**src/rtl/bcd_arith_pkg.sv**
```systemverilog
package bcd_arith_pkg;

  typedef enum logic [2:0] {
    OP_ADD  = 3'd0,
    OP_SUB  = 3'd1,
    OP_MUL  = 3'd2,
    OP_DIV  = 3'd3,
    OP_SETC = 3'd4,
    OP_CLRC = 3'd5,
    OP_RSV6 = 3'd6,
    OP_RSV7 = 3'd7
  } opcode_e;

  typedef enum logic [2:0] {
    ST_IDLE   = 3'd0,
    ST_MSHIFT = 3'd1,
    ST_MADD   = 3'd2,
    ST_DSHIFT = 3'd3,
    ST_DSUB   = 3'd4
  } ctrlState_e;

  // Strobes from the sequencer to the datapath, valid for one cycle each
  typedef struct packed {
    logic loadOps;       // capture operands, clear accumulators
    logic mulShift;      // accumulator x10, fetch next multiplier digit
    logic mulAdd;        // accumulator += multiplicand
    logic divShift;      // bring down next dividend digit
    logic divSub;        // remainder -= divisor, quotient digit + 1
    logic commitAddSub;  // write single-cycle add/subtract result
    logic subMode;       // qualifies commitAddSub
    logic commitMul;     // publish product
    logic commitDiv;     // publish quotient and remainder
    logic commitCarry;   // write carryValue into carry flag
    logic carryValue;
    logic commitErr;     // reject operation
    logic commitNop;     // reserved opcode: done only
  } ctrlStrobes_t;

endpackage

```
**src/rtl/bcd_arith_dp.sv**
```systemverilog
module bcd_arith_dp
  import bcd_arith_pkg::*;
#(
  parameter int DIGITS = 4
) (
  input  logic                clk,
  input  logic                rstN,
  input  ctrlStrobes_t        strobes,
  input  logic [4*DIGITS-1:0] opA,
  input  logic [4*DIGITS-1:0] opB,
  output logic [4*DIGITS-1:0] result,
  output logic [4*DIGITS-1:0] resultHi,
  output logic                carry,
  output logic                error,
  output logic                done,
  output logic                opsBad,
  output logic                divisorZero,
  output logic                mulCntZero,
  output logic                remGeDivisor
);

  localparam int W  = 4 * DIGITS;
  localparam int W2 = 2 * W;
  localparam int WR = W + 4;

  function automatic logic [W2:0] bcdAddWide(input logic [W2-1:0] x,
                                             input logic [W2-1:0] y,
                                             input logic          cin);
    logic [W2-1:0] sum;
    logic          c;
    logic [4:0]    s;
    c = cin;
    for (int i = 0; i < 2 * DIGITS; i++) begin
      s = 5'(x[4*i +: 4]) + 5'(y[4*i +: 4]) + 5'(c);
      if (s > 5'd9) begin
        s = s + 5'd6;
        c = 1'b1;
      end else begin
        c = 1'b0;
      end
      sum[4*i +: 4] = s[3:0];
    end
    return {c, sum};
  endfunction

  function automatic logic [W2-1:0] ninesComp(input logic [W2-1:0] x);
    logic [W2-1:0] r;
    for (int i = 0; i < 2 * DIGITS; i++) begin
      r[4*i +: 4] = 4'd9 - x[4*i +: 4];
    end
    return r;
  endfunction

  function automatic logic allDecimal(input logic [W-1:0] x);
    logic ok;
    ok = 1'b1;
    for (int i = 0; i < DIGITS; i++) begin
      if (x[4*i +: 4] > 4'd9) ok = 1'b0;
    end
    return ok;
  endfunction

  logic [W-1:0]  regA;
  logic [W-1:0]  regB;
  logic [W2-1:0] acc;
  logic [3:0]    mulCnt;
  logic [WR-1:0] rem;
  logic [W-1:0]  quo;

  logic [W2-1:0] padA, padB, padRegA, padRegB, padRem;
  logic [W2:0]   addRes, subRes, accSum, remDiff;
  logic          addOvf, subNeg;
  logic          unusedBits;

  assign padA    = W2'(opA);
  assign padB    = W2'(opB);
  assign padRegA = W2'(regA);
  assign padRegB = W2'(regB);
  assign padRem  = W2'(rem);

  assign addRes  = bcdAddWide(padA, padB, carry);
  assign subRes  = bcdAddWide(padA, ninesComp(padB), ~carry);
  assign accSum  = bcdAddWide(acc, padRegA, 1'b0);
  assign remDiff = bcdAddWide(padRem, ninesComp(padRegB), 1'b1);

  assign addOvf = (addRes[W2-1:W] != '0);
  assign subNeg = ~subRes[W2];
  assign unusedBits = ^{addRes[W2], subRes[W2-1:W], accSum[W2], remDiff[W2:WR]};

  assign opsBad       = !(allDecimal(opA) && allDecimal(opB));
  assign divisorZero  = (opB == '0);
  assign mulCntZero   = (mulCnt == 4'd0);
  assign remGeDivisor = (rem >= WR'(regB));

  // Working registers for the sequential operations
  always_ff @(posedge clk or negedge rstN) begin
    if (!rstN) begin
      regA   <= '0;
      regB   <= '0;
      acc    <= '0;
      mulCnt <= '0;
      rem    <= '0;
      quo    <= '0;
    end else if (strobes.loadOps) begin
      regA   <= opA;
      regB   <= opB;
      acc    <= '0;
      mulCnt <= '0;
      rem    <= '0;
      quo    <= '0;
    end else if (strobes.mulShift) begin
      acc    <= acc << 4;
      mulCnt <= regB[W-1 -: 4];
      regB   <= regB << 4;
    end else if (strobes.mulAdd) begin
      acc    <= accSum[W2-1:0];
      mulCnt <= mulCnt - 4'd1;
    end else if (strobes.divShift) begin
      rem    <= {rem[W-1:0], regA[W-1 -: 4]};
      regA   <= regA << 4;
      quo    <= quo << 4;
    end else if (strobes.divSub) begin
      rem    <= remDiff[WR-1:0];
      quo    <= quo + W'(1);
    end
  end

  // Architectural outputs
  always_ff @(posedge clk or negedge rstN) begin
    if (!rstN) begin
      result   <= '0;
      resultHi <= '0;
      carry    <= 1'b0;
      error    <= 1'b0;
      done     <= 1'b0;
    end else begin
      done <= strobes.commitAddSub | strobes.commitMul | strobes.commitDiv |
              strobes.commitCarry | strobes.commitErr | strobes.commitNop;
      if (strobes.commitErr) begin
        error <= 1'b1;
      end else if (strobes.commitAddSub) begin
        error    <= 1'b0;
        resultHi <= '0;
        if (strobes.subMode) begin
          result <= subRes[W-1:0];
          carry  <= subNeg;
        end else begin
          result <= addRes[W-1:0];
          carry  <= addOvf;
        end
      end else if (strobes.commitMul) begin
        error    <= 1'b0;
        result   <= acc[W-1:0];
        resultHi <= acc[W2-1:W];
      end else if (strobes.commitDiv) begin
        error    <= 1'b0;
        result   <= quo;
        resultHi <= rem[W-1:0];
      end else if (strobes.commitCarry) begin
        error <= 1'b0;
        carry <= strobes.carryValue;
      end
    end
  end

endmodule

```
**src/rtl/bcd_arith_ctrl.sv**
```systemverilog
module bcd_arith_ctrl
  import bcd_arith_pkg::*;
#(
  parameter int DIGITS = 4
) (
  input  logic         clk,
  input  logic         rstN,
  input  logic         start,
  input  logic [2:0]   opcode,
  input  logic         opsBad,
  input  logic         divisorZero,
  input  logic         mulCntZero,
  input  logic         remGeDivisor,
  output ctrlStrobes_t strobes,
  output logic         busy
);

  localparam int SW = $clog2(DIGITS) + 1;

  ctrlState_e     state, stateNext;
  logic [SW-1:0]  stepCnt, stepNext;
  logic           lastStep;
  opcode_e        op;

  assign op       = opcode_e'(opcode);
  assign lastStep = (stepCnt == SW'(DIGITS - 1));
  assign busy     = (state != ST_IDLE);

  always_comb begin
    strobes   = '0;
    stateNext = state;
    stepNext  = stepCnt;
    unique case (state)
      ST_IDLE: begin
        if (start) begin
          stepNext = '0;
          case (op)
            OP_ADD, OP_SUB: begin
              if (opsBad) strobes.commitErr = 1'b1;
              else begin
                strobes.commitAddSub = 1'b1;
                strobes.subMode      = (op == OP_SUB);
              end
            end
            OP_MUL: begin
              if (opsBad) strobes.commitErr = 1'b1;
              else begin
                strobes.loadOps = 1'b1;
                stateNext       = ST_MSHIFT;
              end
            end
            OP_DIV: begin
              if (opsBad || divisorZero) strobes.commitErr = 1'b1;
              else begin
                strobes.loadOps = 1'b1;
                stateNext       = ST_DSHIFT;
              end
            end
            OP_SETC: begin
              strobes.commitCarry = 1'b1;
              strobes.carryValue  = 1'b1;
            end
            OP_CLRC: strobes.commitCarry = 1'b1;
            default: strobes.commitNop = 1'b1;
          endcase
        end
      end
      ST_MSHIFT: begin
        strobes.mulShift = 1'b1;
        stateNext        = ST_MADD;
      end
      ST_MADD: begin
        if (!mulCntZero) strobes.mulAdd = 1'b1;
        else if (lastStep) begin
          strobes.commitMul = 1'b1;
          stateNext         = ST_IDLE;
        end else begin
          stepNext  = stepCnt + SW'(1);
          stateNext = ST_MSHIFT;
        end
      end
      ST_DSHIFT: begin
        strobes.divShift = 1'b1;
        stateNext        = ST_DSUB;
      end
      ST_DSUB: begin
        if (remGeDivisor) strobes.divSub = 1'b1;
        else if (lastStep) begin
          strobes.commitDiv = 1'b1;
          stateNext         = ST_IDLE;
        end else begin
          stepNext  = stepCnt + SW'(1);
          stateNext = ST_DSHIFT;
        end
      end
      default: stateNext = ST_IDLE;
    endcase
  end

  always_ff @(posedge clk or negedge rstN) begin
    if (!rstN) begin
      state   <= ST_IDLE;
      stepCnt <= '0;
    end else begin
      state   <= stateNext;
      stepCnt <= stepNext;
    end
  end

endmodule

```
**src/rtl/bcd_arith_unit.sv**
```systemverilog
module bcd_arith_unit
  import bcd_arith_pkg::*;
#(
  parameter int DIGITS = 4
) (
  input  logic                clk,
  input  logic                rstN,
  input  logic                start,
  input  logic [2:0]          opcode,
  input  logic [4*DIGITS-1:0] opA,
  input  logic [4*DIGITS-1:0] opB,
  output logic [4*DIGITS-1:0] result,
  output logic [4*DIGITS-1:0] resultHi,
  output logic                carry,
  output logic                error,
  output logic                busy,
  output logic                done
);

  ctrlStrobes_t strobes;
  logic opsBad, divisorZero, mulCntZero, remGeDivisor;

  bcd_arith_ctrl #(.DIGITS(DIGITS)) u_ctrl (
    .clk          (clk),
    .rstN         (rstN),
    .start        (start),
    .opcode       (opcode),
    .opsBad       (opsBad),
    .divisorZero  (divisorZero),
    .mulCntZero   (mulCntZero),
    .remGeDivisor (remGeDivisor),
    .strobes      (strobes),
    .busy         (busy)
  );

  bcd_arith_dp #(.DIGITS(DIGITS)) u_dp (
    .clk          (clk),
    .rstN         (rstN),
    .strobes      (strobes),
    .opA          (opA),
    .opB          (opB),
    .result       (result),
    .resultHi     (resultHi),
    .carry        (carry),
    .error        (error),
    .done         (done),
    .opsBad       (opsBad),
    .divisorZero  (divisorZero),
    .mulCntZero   (mulCntZero),
    .remGeDivisor (remGeDivisor)
  );

endmodule

```
**config.mk**
```make
export PLATFORM = sky130hd
export DESIGN_NAME = bcd_arith_unit
export DESIGN_NICKNAME = d
export VERILOG_FILES = /design/src/rtl/bcd_arith_pkg.sv /design/src/rtl/bcd_arith_dp.sv /design/src/rtl/bcd_arith_ctrl.sv /design/src/rtl/bcd_arith_unit.sv
export SDC_FILE = /design/constraint.sdc
export NUM_CORES = 1
export LEC_CHECK = 0
export BUFFER_PORTS_ARGS = -buffer_cell sky130_fd_sc_hd__buf_2
export CORE_AREA = 2 2 146 148
export DETAILED_ROUTE_END_ITERATION = 6
export DIE_AREA = 0 0 148 150
export GPL_TIMING_DRIVEN = 0
export PLACE_DENSITY = 0.82
export SYNTH_ARGS = -nofsm -noshare
export SYNTH_HDL_FRONTEND = slang
export SYNTH_SLANG_ARGS = --single-unit
```
**constraint.sdc**
```tcl
create_clock -name clk -period 14.8 [get_ports clk]
set_clock_uncertainty 0.2 [all_clocks]
set_input_delay 0.74 -clock clk [delete_from_list [all_inputs] [get_ports clk]]
set_output_delay 0.74 -clock clk [all_outputs]
set_load 0.02 [all_outputs]
```
### Yosys cells after proc, flatten, opt, wreduce, memory -nomap -nowiden

Index checks and enable logic that the tools add are counted.

| word-level totals | value |
|---|---|
| output and inout bits | 36 |
| bits of input ports | 38 |
| bits in registers | 145 |

| cells by class | value |
|---|---|
| equality and inequality tests | 20 |
| add/subtract/negate cells | 77 |
| bitwise operators | 8 |
| order comparisons | 38 |
| mux-type cells | 140 |
| reductions and logical operators | 27 |

Operators with widths:

| kind | count |
|---|---|
| two-way mux 16 bit | 18 |
| > comparator 5 x 4 -> 1 bit, second input constant | 25 |
| two-way mux 4 bit | 30 |
| two-way mux 20 bit | 5 |
| two-way mux 32 bit | 3 |
| adder 4 x 3 -> 4 bit, second input constant | 21 |
| adder 4 x 4 -> 5 bit | 16 |
| adder 5 x 1 -> 5 bit | 15 |
| two-way mux 1 bit | 65 |
| > comparator 4 bit, second input constant | 8 |
| subtractor 4 bit, first input constant | 8 |
| two-way mux 3 bit | 9 |
| adder 4 x 1 -> 5 bit | 4 |
| adder 4 x 1 -> 5 bit, first input constant | 4 |
| greater-or-equal comparator 20 x 16 -> 1 bit | 1 |
| adder 1 x 3 -> 4 bit, second input constant | 4 |
| adder 16 x 1 -> 16 bit, second input constant | 1 |
| > comparator 1 x 4 -> 1 bit, second input constant | 4 |
| logical NOT 16 bit | 1 |
| nonzero test 16 bit | 1 |
| == test 3 x 2 -> 1 bit, second input constant | 5 |
| case mux 3 bit (5 select lines) | 1 |
| nonzero test 3 bit | 5 |
| two-way mux 2 bit | 5 |
| other kinds (29) | 51 |

### Logic depth before layout (Yosys ltp)

Gate-level depths: netlist of run 1.

| logic depth | value |
|---|---|
| word-level depth | 29 |
| gate-level depth with buffers | 51 |
| mapped depth without buffers | 51 |

### By module

A second synthesis of run 1 with hierarchy kept.

| unflattened totals | value |
|---|---|
| cells, all modules | 1526 |
| area, all modules | 13062.5 sq um |

By module, submodules not included:

| module | seq. area each (sq um) | area an instance (sq um) | cells an instance | instances |
|---|---|---|---|---|
| bcd_arith_dp | 3478.3 | 12525.8 | 1465 | 1 |
| bcd_arith_ctrl | 150.1 | 536.8 | 61 | 1 |

### Worst setup path before layout of run 1

No wires, ideal clock.

| timing path | value |
|---|---|
| path kind | register -> register |
| start | register u_dp.acc[0] |
| end | register u_dp.acc[30] |
| setup slack | 4224 ps |
| arrival | 10250 ps |
| data required time | 14474 ps |
| path buffers | 0 |
| stages on the path, launching flop included | 48 |
| cell sequence | dfrtp_1 > ha_1 > inv_1 > fa_1 > xor2_1 > nand2_1 > a21oi_1 > fa_1 > inv_1 > fa_1 > a21o_1 > a21o_1 > a31oi_1 > fa_1 > inv_1 > fa_1 > a21o_1 > a21o_1 > [... 12 more ...] > o211a_1 > ha_1 > ha_1 > inv_1 > a21oi_1 > o221a_2 > ha_1 > ha_1 > inv_1 > a21oi_1 > o221a_2 > ha_1 > ha_1 > or3b_2 > a21oi_1 > o31ai_1 > a21o_1 > a221o_1 |

| on the way | value |
|---|---|
| cells in the longest elaborated chain, start to end | 27 |
| elaborated cells on any way between the ends | 28 |
| those cells by class | add/sub (9); order compare (8); mux (11) |

RTL lines:

| what | RTL line | source |
|---|---|---|
| from (decl) | bcd_arith_dp.sv:65 | `logic [W2-1:0] acc;` |
| from (signal assigned) | bcd_arith_dp.sv:112 | `acc <= acc << 4;` |
| from (signal assigned) | bcd_arith_dp.sv:116 | `acc <= accSum[W2-1:0];` |
| adder 4 x 4 -> 5 bit (*) | bcd_arith_dp.sv:34 | `s = 5'(x[4*i +: 4]) + 5'(y[4*i +: 4]) + 5'(c);` |
| > comparator 5 x 4 -> 1 bit (*) | bcd_arith_dp.sv:35 | `if (s > 5'd9) begin` |
| two-way mux 1 bit (*) | bcd_arith_dp.sv:35 |  |
| adder 5 x 1 -> 5 bit (*) | bcd_arith_dp.sv:34 |  |
| > comparator 5 x 4 -> 1 bit (*) | bcd_arith_dp.sv:35 |  |
| two-way mux 1 bit (*) | bcd_arith_dp.sv:35 |  |
| adder 5 x 1 -> 5 bit (*) | bcd_arith_dp.sv:34 |  |
| > comparator 5 x 4 -> 1 bit (*) | bcd_arith_dp.sv:35 |  |
| [... 11 more ...] | -- |  |
| > comparator 5 x 4 -> 1 bit (*) | bcd_arith_dp.sv:35 |  |
| two-way mux 1 bit (*) | bcd_arith_dp.sv:35 |  |
| adder 4 x 1 -> 5 bit (*) | bcd_arith_dp.sv:34 |  |
| adder 4 x 3 -> 4 bit / > comparator 5 x 4 -> 1 bit (equally long branches) | bcd_arith_dp.sv:36, bcd_arith_dp.sv:35 |  |
| two-way mux 4 bit (*) | bcd_arith_dp.sv:35 |  |
| two-way mux 32 bit (*) | bcd_arith_dp.sv:115 | `end else if (strobes.mulAdd) begin` |
| two-way mux 32 bit (*) | bcd_arith_dp.sv:111 | `end else if (strobes.mulShift) begin` |
| two-way mux 32 bit (*) | bcd_arith_dp.sv:104 | `end else if (strobes.loadOps) begin` |

Every way passes the cells marked *; elsewhere a longest branch is shown, timed or not. The select of a mux whose other input is x is not followed.
A chain may end at the register's enable or synchronous reset.

### Final worst setup path of run 1

Ends and elaborated chain as after synthesis.

==> impl_metrics.json, run 1 <==
{
  "r2r_slack_ns": 2.90,
  "finalWirelength_um": 41700,
  "ctsHoldBuffers": 0,
  "synth-edff-count": 0,
  "cpMaxStageDelayCell": "or3b_2",
  "reg2reg_to": "u_dp.acc[30]",
  "ant_nets": 0,
  "synth.avg_cell_area_um2": 8.52,
  "crit_fanout": 5,
  "syn_inst": 1498,
  "ys_warn_count": 0,
  "maxCapViolCount": 0,
  "syn-num-nets": 1684,
  "postCtsSetupBuffers": 0,
  "synth_top_family_by_area": "compound AO/OA/AOI/OAI gates",
  "fp.dieH_um": 150,
  "grtUsageTotal": 0.379,
  "max_stage_delay_ns": 0.49,
  "cts_tree": "yes",
  "fin_crit_sh": 0.804,
  "worstSetupStartpointType": "register",
  "yosysMostFrequentCell": "dfrtp_1",
  "synth_top_area_share": 0.284,
  "hp-class": "primary input to asynchronous set/reset pin",
  "cp.arrival_ns": 12.01,
  "synth_top_area_cell": "dfrtp_1",
  "yosys.area_share.simple": 0.194,
  "num-nets-final": 1776,
  "worst_slew_pin_slew_ns": 1.28,
  "rows": 53,
  "port_buffers": 72,
  "core_um2": 20700,
  "max-vdd-ir-drop_mv": 0.158,
  "instances_no_fill": 1878,
  "grt_max_degree": 88,
  "synth_common_cells": "dfrtp_1, nand2_1, ha_1, nor2_1, a21oi_1",
  "synth-main-ff-cell": "dfrtp_1",
  "critPathKind": "register to register",
  "die_area_um2": 22200,
  "cts_buffers": 17,
  "die_w_um": 148,
  "synth_xor_area_frac": 0.0419,
  "r2r_cells": 47,
  "p_leak_uw": 0.00634,
  "grt_pass1_wl_um": 65100,
  "antenna-diode-count": 0,
  "drv_slew": 0,
  "fin_util": 0.684,
  "power_density_nw_per_um2": 248,
  "reg2reg_from": "u_dp.acc[0]",
  "gp_congestion": 1.02,
  "insertion_delay_ns": 0.43,
  "cts_num_sinks": 145,
  "min_period_ns": 11.90,
  "path_common_cell": "ha_1",
  "synth-compound-area-share": 0.228,
  "start_util": 0.617,
  "io_pins": 74,
  "slew_headroom": 0.140,
  "vias_per_cell": 6.72,
  "fmax_mhz": 84.0,
  "first_global_vias": 12100,
  "hpwl_um": 31700,
  "clk_path_buf_depth": 2,
  "setup_tns_ns": 0,
  "synth_adder_area_share": 0.163,
  "crit_buf_inv": 8,
  "antenna_found_initial": 0,
  "cts_root_buffer": "clkbuf_16",
  "syn_area_um2": 12800,
  "drt_iter0_markers": 1340,
  "cts_max_level": 4,
  "wl_per_cell_um": 22.2,
  "yosysUniqueCellTypes": 80,
  "vias": 12600,
  "crit_path_end_kind": "register",
  "finalSetupViolCount": 0,
  "rsz0062_at_grt": "no",
  "route.detailed.drc": 0,
  "synth_seq_cells": 145,
  "synth-seq-area-share": 0.284,
  "placed_cells": 1846,
  "crit_family": "adder cells",
  "required_ns": 14.91,
  "cts_resized": 0,
  "clk_pin_slew_ns": 0.06,
  "status": "finished, final reports clean",
  "muxShareOfSynthArea": 0.0373,
  "drive_above_1_share": 0.0961,
  "timing.final.hold_violations": 0,
  "dr.pass1.iters": 6,
  "async_flop_share": 1.00,
  "grt-ovfl-total": 0,
  "layout-area-overhead-vs-synth_pct": 10.9,
  "synthTopCellsByArea": "dfrtp_1, ha_1, fa_1, nand2_1, a21oi_1"
}
## routing by layer
layer	vias to the layer above	share of wire	routed length (um)	GRT usage
met4	0	0.065	2710	0.223
met1	6010	0.39	16100	0.480
li1	5678	-	-	-
met5	-	0	0	0
met2	752	0.44	18500	0.598
met3	172	0.11	4410	0.0823
## logic make-up (layout without fill, tap and decap cells)
group                      after synthesis  in the layout
AOI/OAI and AO/OA                      432            432
xor gates and xnor gates                61             61
adders and majority gates              148            148
buffers and inverters                  172            277
DFF                                    145            145
muxes                                   46             46
and+or+nand+nor                        494            494
## report_power, final
part | switching, uW | internal [uW] | leakage (uW) | total [uW]
clock | 189 | 289 | 0.000304 | 478
sequential | 197 | 553 | 0.00181 | 750
combinational | 1320 | 961 | 0.00422 | 2280
## per-stage QoR
stage,power (uW),cell area [um2],hold slack (ns),setup WS [ns]
6_report,3510,14200,0.0567,2.90
5_1_grt,3780,14200,0.116,2.14
3_3_place_gp,2880,13500,0.285,3.24
4_1_cts,3460,14200,0.100,2.98
2_1_floorplan,2410,12800,0.244,4.22
3_5_place_dp,2970,13500,0.291,3.03
## worst max path at each step
stage,startpoint,cells after the start,end,slack [ns]
after floorplan,u_dp.acc[0],47,u_dp.acc[30],4.22
after global placement,u_dp.acc[0],47,u_dp.acc[30],3.24
after detailed placement,u_dp.acc[0],47,u_dp.acc[30],3.03
after CTS,u_dp.acc[0],47,u_dp.acc[30],2.98
after global routing,u_dp.acc[0],47,u_dp.acc[30],2.14
final,u_dp.acc[0],47,u_dp.acc[30],2.90
## sequential cells by signal, summed over array words and instances, names as in the netlist
register and cells:
u_dp.quo 16, u_dp.regB 16, u_dp.error 1, u_dp.carry 1, u_dp.rem 20, u_dp.acc 32
u_dp.done 1, u_ctrl.state 3, u_dp.mulCnt 4, u_dp.resultHi 16, u_ctrl.stepCnt 3, u_dp.regA 16
u_dp.result 16
## cells in the final DEF, fill, tap and decap left out, types with 6 or more instances in the layout
master and n:
a2111oi_0 8, a211oi_1 19, a21boi_0 13, a21o_1 18, a21oi_1 96, a221o_1 19
a311oi_1 6, a31oi_1 48, and2_1 9, and3_1 13, and3b_1 9, buf_2 82
clkbuf_1 63, clkbuf_16 17, dfrtp_1 145, fa_1 31, ha_1 117, inv_1 92
mux2_2 13, mux2i_1 33, nand2_1 143, nand2b_1 22, nand3_1 56, nand3b_1 7
nand4_1 35, nor2_1 102, nor2b_1 18, nor3_1 32, nor3b_1 7, o211ai_1 7
o21a_1 13, o21ai_0 90, o221ai_1 7, o22ai_1 9, o2bb2ai_1 6, o31ai_1 7
or2_2 7, or3_1 9, xnor2_1 34, xor2_1 27
## layout make-up
class / instances / area [um2]
repair buffers: 73 / 394
flip-flops and latches: 145 / 3630
clock buffers: 18 / 439
plain buffers: 79 / 310
fillers: 1697 / 6540
multi-input cells: 1181 / 8480
clock inverters: 14 / 204
well taps: 275 / 344
inverters: 93 / 349
Note: power is estimated with default switching activity, not from simulation.
==> run 2, diff against run 1 <==
--- a/config.mk
+++ b/config.mk
@@ -5,10 +5,11 @@
 export SDC_FILE = /design/constraint.sdc
 export NUM_CORES = 1
 export LEC_CHECK = 0
+export ABC_AREA = 1
 export BUFFER_PORTS_ARGS = -buffer_cell sky130_fd_sc_hd__buf_2
-export CORE_AREA = 2 2 146 148
+export CORE_AREA = 2 2 147 149
 export DETAILED_ROUTE_END_ITERATION = 6
-export DIE_AREA = 0 0 148 150
+export DIE_AREA = 0 0 149 151
 export GPL_TIMING_DRIVEN = 0
 export PLACE_DENSITY = 0.82
 export SYNTH_ARGS = -nofsm -noshare
==> constraint.sdc (replaced) <==
create_clock -name clk -period 12 [get_ports clk]
set_clock_uncertainty 0.2 [all_clocks]
set_input_delay 0.6 -clock clk [delete_from_list [all_inputs] [get_ports clk]]
set_output_delay 0.6 -clock clk [all_outputs]
set_load 0.02 [all_outputs]
==> run 2 against run 1 <==
  * The run now ends with DRC left
  * Sequential share of layout area down 0.30 points
  * Synthesized cell count up 24%
  * Cell count up 20%
  * Setup slack worse by 2.0 ns
  * Non-clock buffer count down 18
  * Highest routed layer unchanged
  * Core utilization up 0.38 points
  * Via count up 6.7%
  * Fmax up 7.5%
  * Design area up 1.2%
==> impl_metrics.json, run 2 <==
{
  "synth-seq-area-share": 0.280,
  "crit_path_end_kind": "register",
  "fmax_mhz": 90.4,
  "worstSetupStartpointType": "register",
  "r2r_cells": 58,
  "crit_buf_inv": 8,
  "drive_above_1_share": 0.0771,
  "violations": "DRC",
  "synth_seq_cells": 145,
  "maxCapViolCount": 0,
  "crit_start": "u_dp.acc[0]",
  "cts_num_sinks": 145,
  "gp_congestion": 1.08,
  "num-nets-final": 2145,
  "vias_per_cell": 5.99,
  "start_util": 0.623,
  "synth_common_cells": "nand2_1, inv_1, nand3_1, dfrtp_1, ha_1",
  "critPathKind": "register to register",
  "clk_pin_slew_ns": 0.08,
  "antenna-diode-count": 0,
  "synth_top_area_cell": "dfrtp_1",
  "synth.avg_cell_area_um2": 6.96,
  "hpwl_um": 32900,
  "wl_per_cell_um": 18.8,
  "grt_max_degree": 90,
  "min_period_ns": 11.07,
  "syn-num-nets": 2051,
  "worstHoldPathCells": 3,
  "yosysUniqueCellTypes": 48,
  "max-vdd-ir-drop_mv": 0.0959,
  "route.detailed.drc": 3,
  "min-delay-start": "opB[10]",
  "synth-main-ff-cell": "dfrtp_1",
  "totalPowerFinal_uw": 1880,
  "grtUsageTotal": 0.381,
  "cts_max_level": 4,
  "async_flop_share": 1.00,
  "timing.final.hold_violations": 0,
  "synthTopCellsByArea": "dfrtp_1, nand2_1, ha_1, nand3_1, inv_1",
  "fp.dieH_um": 151,
  "drv_slew": 0,
  "top_regs": "u_dp.acc: 32 flops, u_dp.rem: 20 flops",
  "cp.arrival_ns": 11.21,
  "finalWirelength_um": 42300,
  "required_ns": 12.15,
  "grt-ovfl-total": 0,
  "layout_commonest_cell": "nand2_1",
  "die_area_um2": 22500,
  "regMostFlops": "u_dp.acc",
  "antenna_found_initial": 1,
  "largest_register_ffs": 32,
  "reg2reg_from": "u_dp.acc[0]",
  "max_stage_delay_ns": 0.48,
  "status": "finished with violations",
  "clk_path_buf_depth": 2,
  "layout-area-overhead-vs-synth_pct": 10.3,
  "rows": 53,
  "power_density_nw_per_um2": 132,
  "hp-class": "primary input to register",
  "cpMaxStageDelayCell": "fa_1",
  "crit_fanout": 4,
  "syn_area_um2": 13000,
  "cts_root_buffer": "clkbuf_16",
  "worst_slew_pin_slew_ns": 0.875,
  "crit_cells": 58,
  "ctsHoldBuffers": 1,
  "ys_warn_count": 0,
  "fin_crit_sh": 0.922,
  "port_buffers": 73,
  "insertion_delay_ns": 0.45,
  "postCtsSetupBuffers": 0,
  "drt_iter0_markers": 1655,
  "dr.pass1.iters": 7,
  "yosysMostFrequentCell": "nand2_1",
  "vias": 13500,
  "cts_buffers": 17,
  "setup_tns_ns": 0,
  "slew_headroom": 0.415,
  "first_global_vias": 12600,
  "cts_resized": 0,
  "cts_tree": "yes",
  "synth_top_area_share": 0.280,
  "core_um2": 20800,
  "rsz0062_at_grt": "no",
  "syn_inst": 1865,
  "p_leak_uw": 0.00773,
  "synth-edff-count": 0,
  "ant_nets": 0,
  "mostFrequentLayoutCells": "nand2_1, inv_1, nand3_1, dfrtp_1, ha_1",
  "grt_pass1_wl_um": 65900,
  "crit_family": "adder cells",
  "path_common_cell": "nand2_1",
  "io_pins": 74,
  "die_w_um": 149,
  "fillers": 1842,
  "finalSetupViolCount": 0
}
[run 2: cell count changes after synthesis, moves of 23 or more]
cell / before / now
a31oi_1: 48 / 4
clkbuf_1: 63 / 34
inv_1: 92 / 239
mux2i_1: 33 / 0
nand2_1: 143 / 574
nand3_1: 56 / 183
nand4_1: 35 / 11
o211ai_1: 7 / 36
o21ai_0: 90 / 113
xnor2_1: 34 / 5
[run 2: final cells by class]
| class | instances | area [um2] | area share |
|---|---|---|---|
| multi-input cells | 1417 | 8150 | 0.569 |
| flip-flops and latches | 145 | 3630 | 0.253 |
| clock inverters | 15 | 164 | 0.0114 |
| well taps | 275 | 344 | 0.0240 |
| inverters | 244 | 916 | 0.0639 |
| plain buffers | 59 | 285 | 0.0199 |
| repair buffers | 75 | 409 | 0.0286 |
| clock buffers | 17 | 425 | 0.0297 |
[run 2: layer usage]
metal  track usage  vias up  wire length (um)
li1              -     6295                 -
met1         0.501     6234             16600
met2         0.598      770             18800
met3        0.0834      156              4630
met4         0.186        0              2240
met5             0        -                 0
[run 2: report_power, final]
part | switching, uW | leakage, uW | internal (uW) | total, uW
logic | 436 | 0.00567 | 279 | 714
clock network | 256 | 0.000280 | 295 | 551
registers | 78.8 | 0.00177 | 539 | 618
[run 2: logic make-up after synthesis]
kind of cell / count (synthesis) / synth area share
compound gates: 299 / 0.134
xor+xnor: 40 / 0.0302
fa+ha+maj: 148 / 0.161
buf+inv: 303 / 0.0925
flops: 145 / 0.280
simple gates: 930 / 0.303
[run 2: worst reg2reg max path: cells and delay by family, from the launching register on]
family | cells | cell delay [ns]
compound gates | 3 | 0.64
flops | 1 | 0.42
xor+xnor | 7 | 1.66
simple gates | 23 | 2.90
fa+ha+maj | 17 | 4.50
buf+inv | 8 | 0.66
[run 2: metrics by stage]
| step | area, um2 | instances | util | setup slack, ns | hold WS, ns |
|---|---|---|---|---|---|
| finish | 14300 | 2247 | 0.688 | 0.934 | 0.235 |
| global route | 14300 | 2247 | 0.688 | 0.216 | 0.278 |
| CTS | 14300 | 2247 | 0.688 | 1.08 | 0.248 |
| detailed placement | 13700 | 2214 | 0.659 | 1.12 | 0.270 |
| global placement | 13700 | 2213 | 0.657 | 1.64 | 0.257 |
| floorplan | 13000 | 1865 | - | 2.41 | 0.104 |
[run 2: path summary, 6_finish.rpt]
path	endpoint	slack [ns]
worst max-delay path	u_dp.acc[29]	0.93
min in group asynchronous	u_dp.rem[17]	0.50
worst min-delay path	u_dp.regB[10]	0.24
worst max register to register	u_dp.acc[29]	0.93
max in group asynchronous	u_dp.done	10.24
worst min register to register	u_dp.mulCnt[1]	0.29
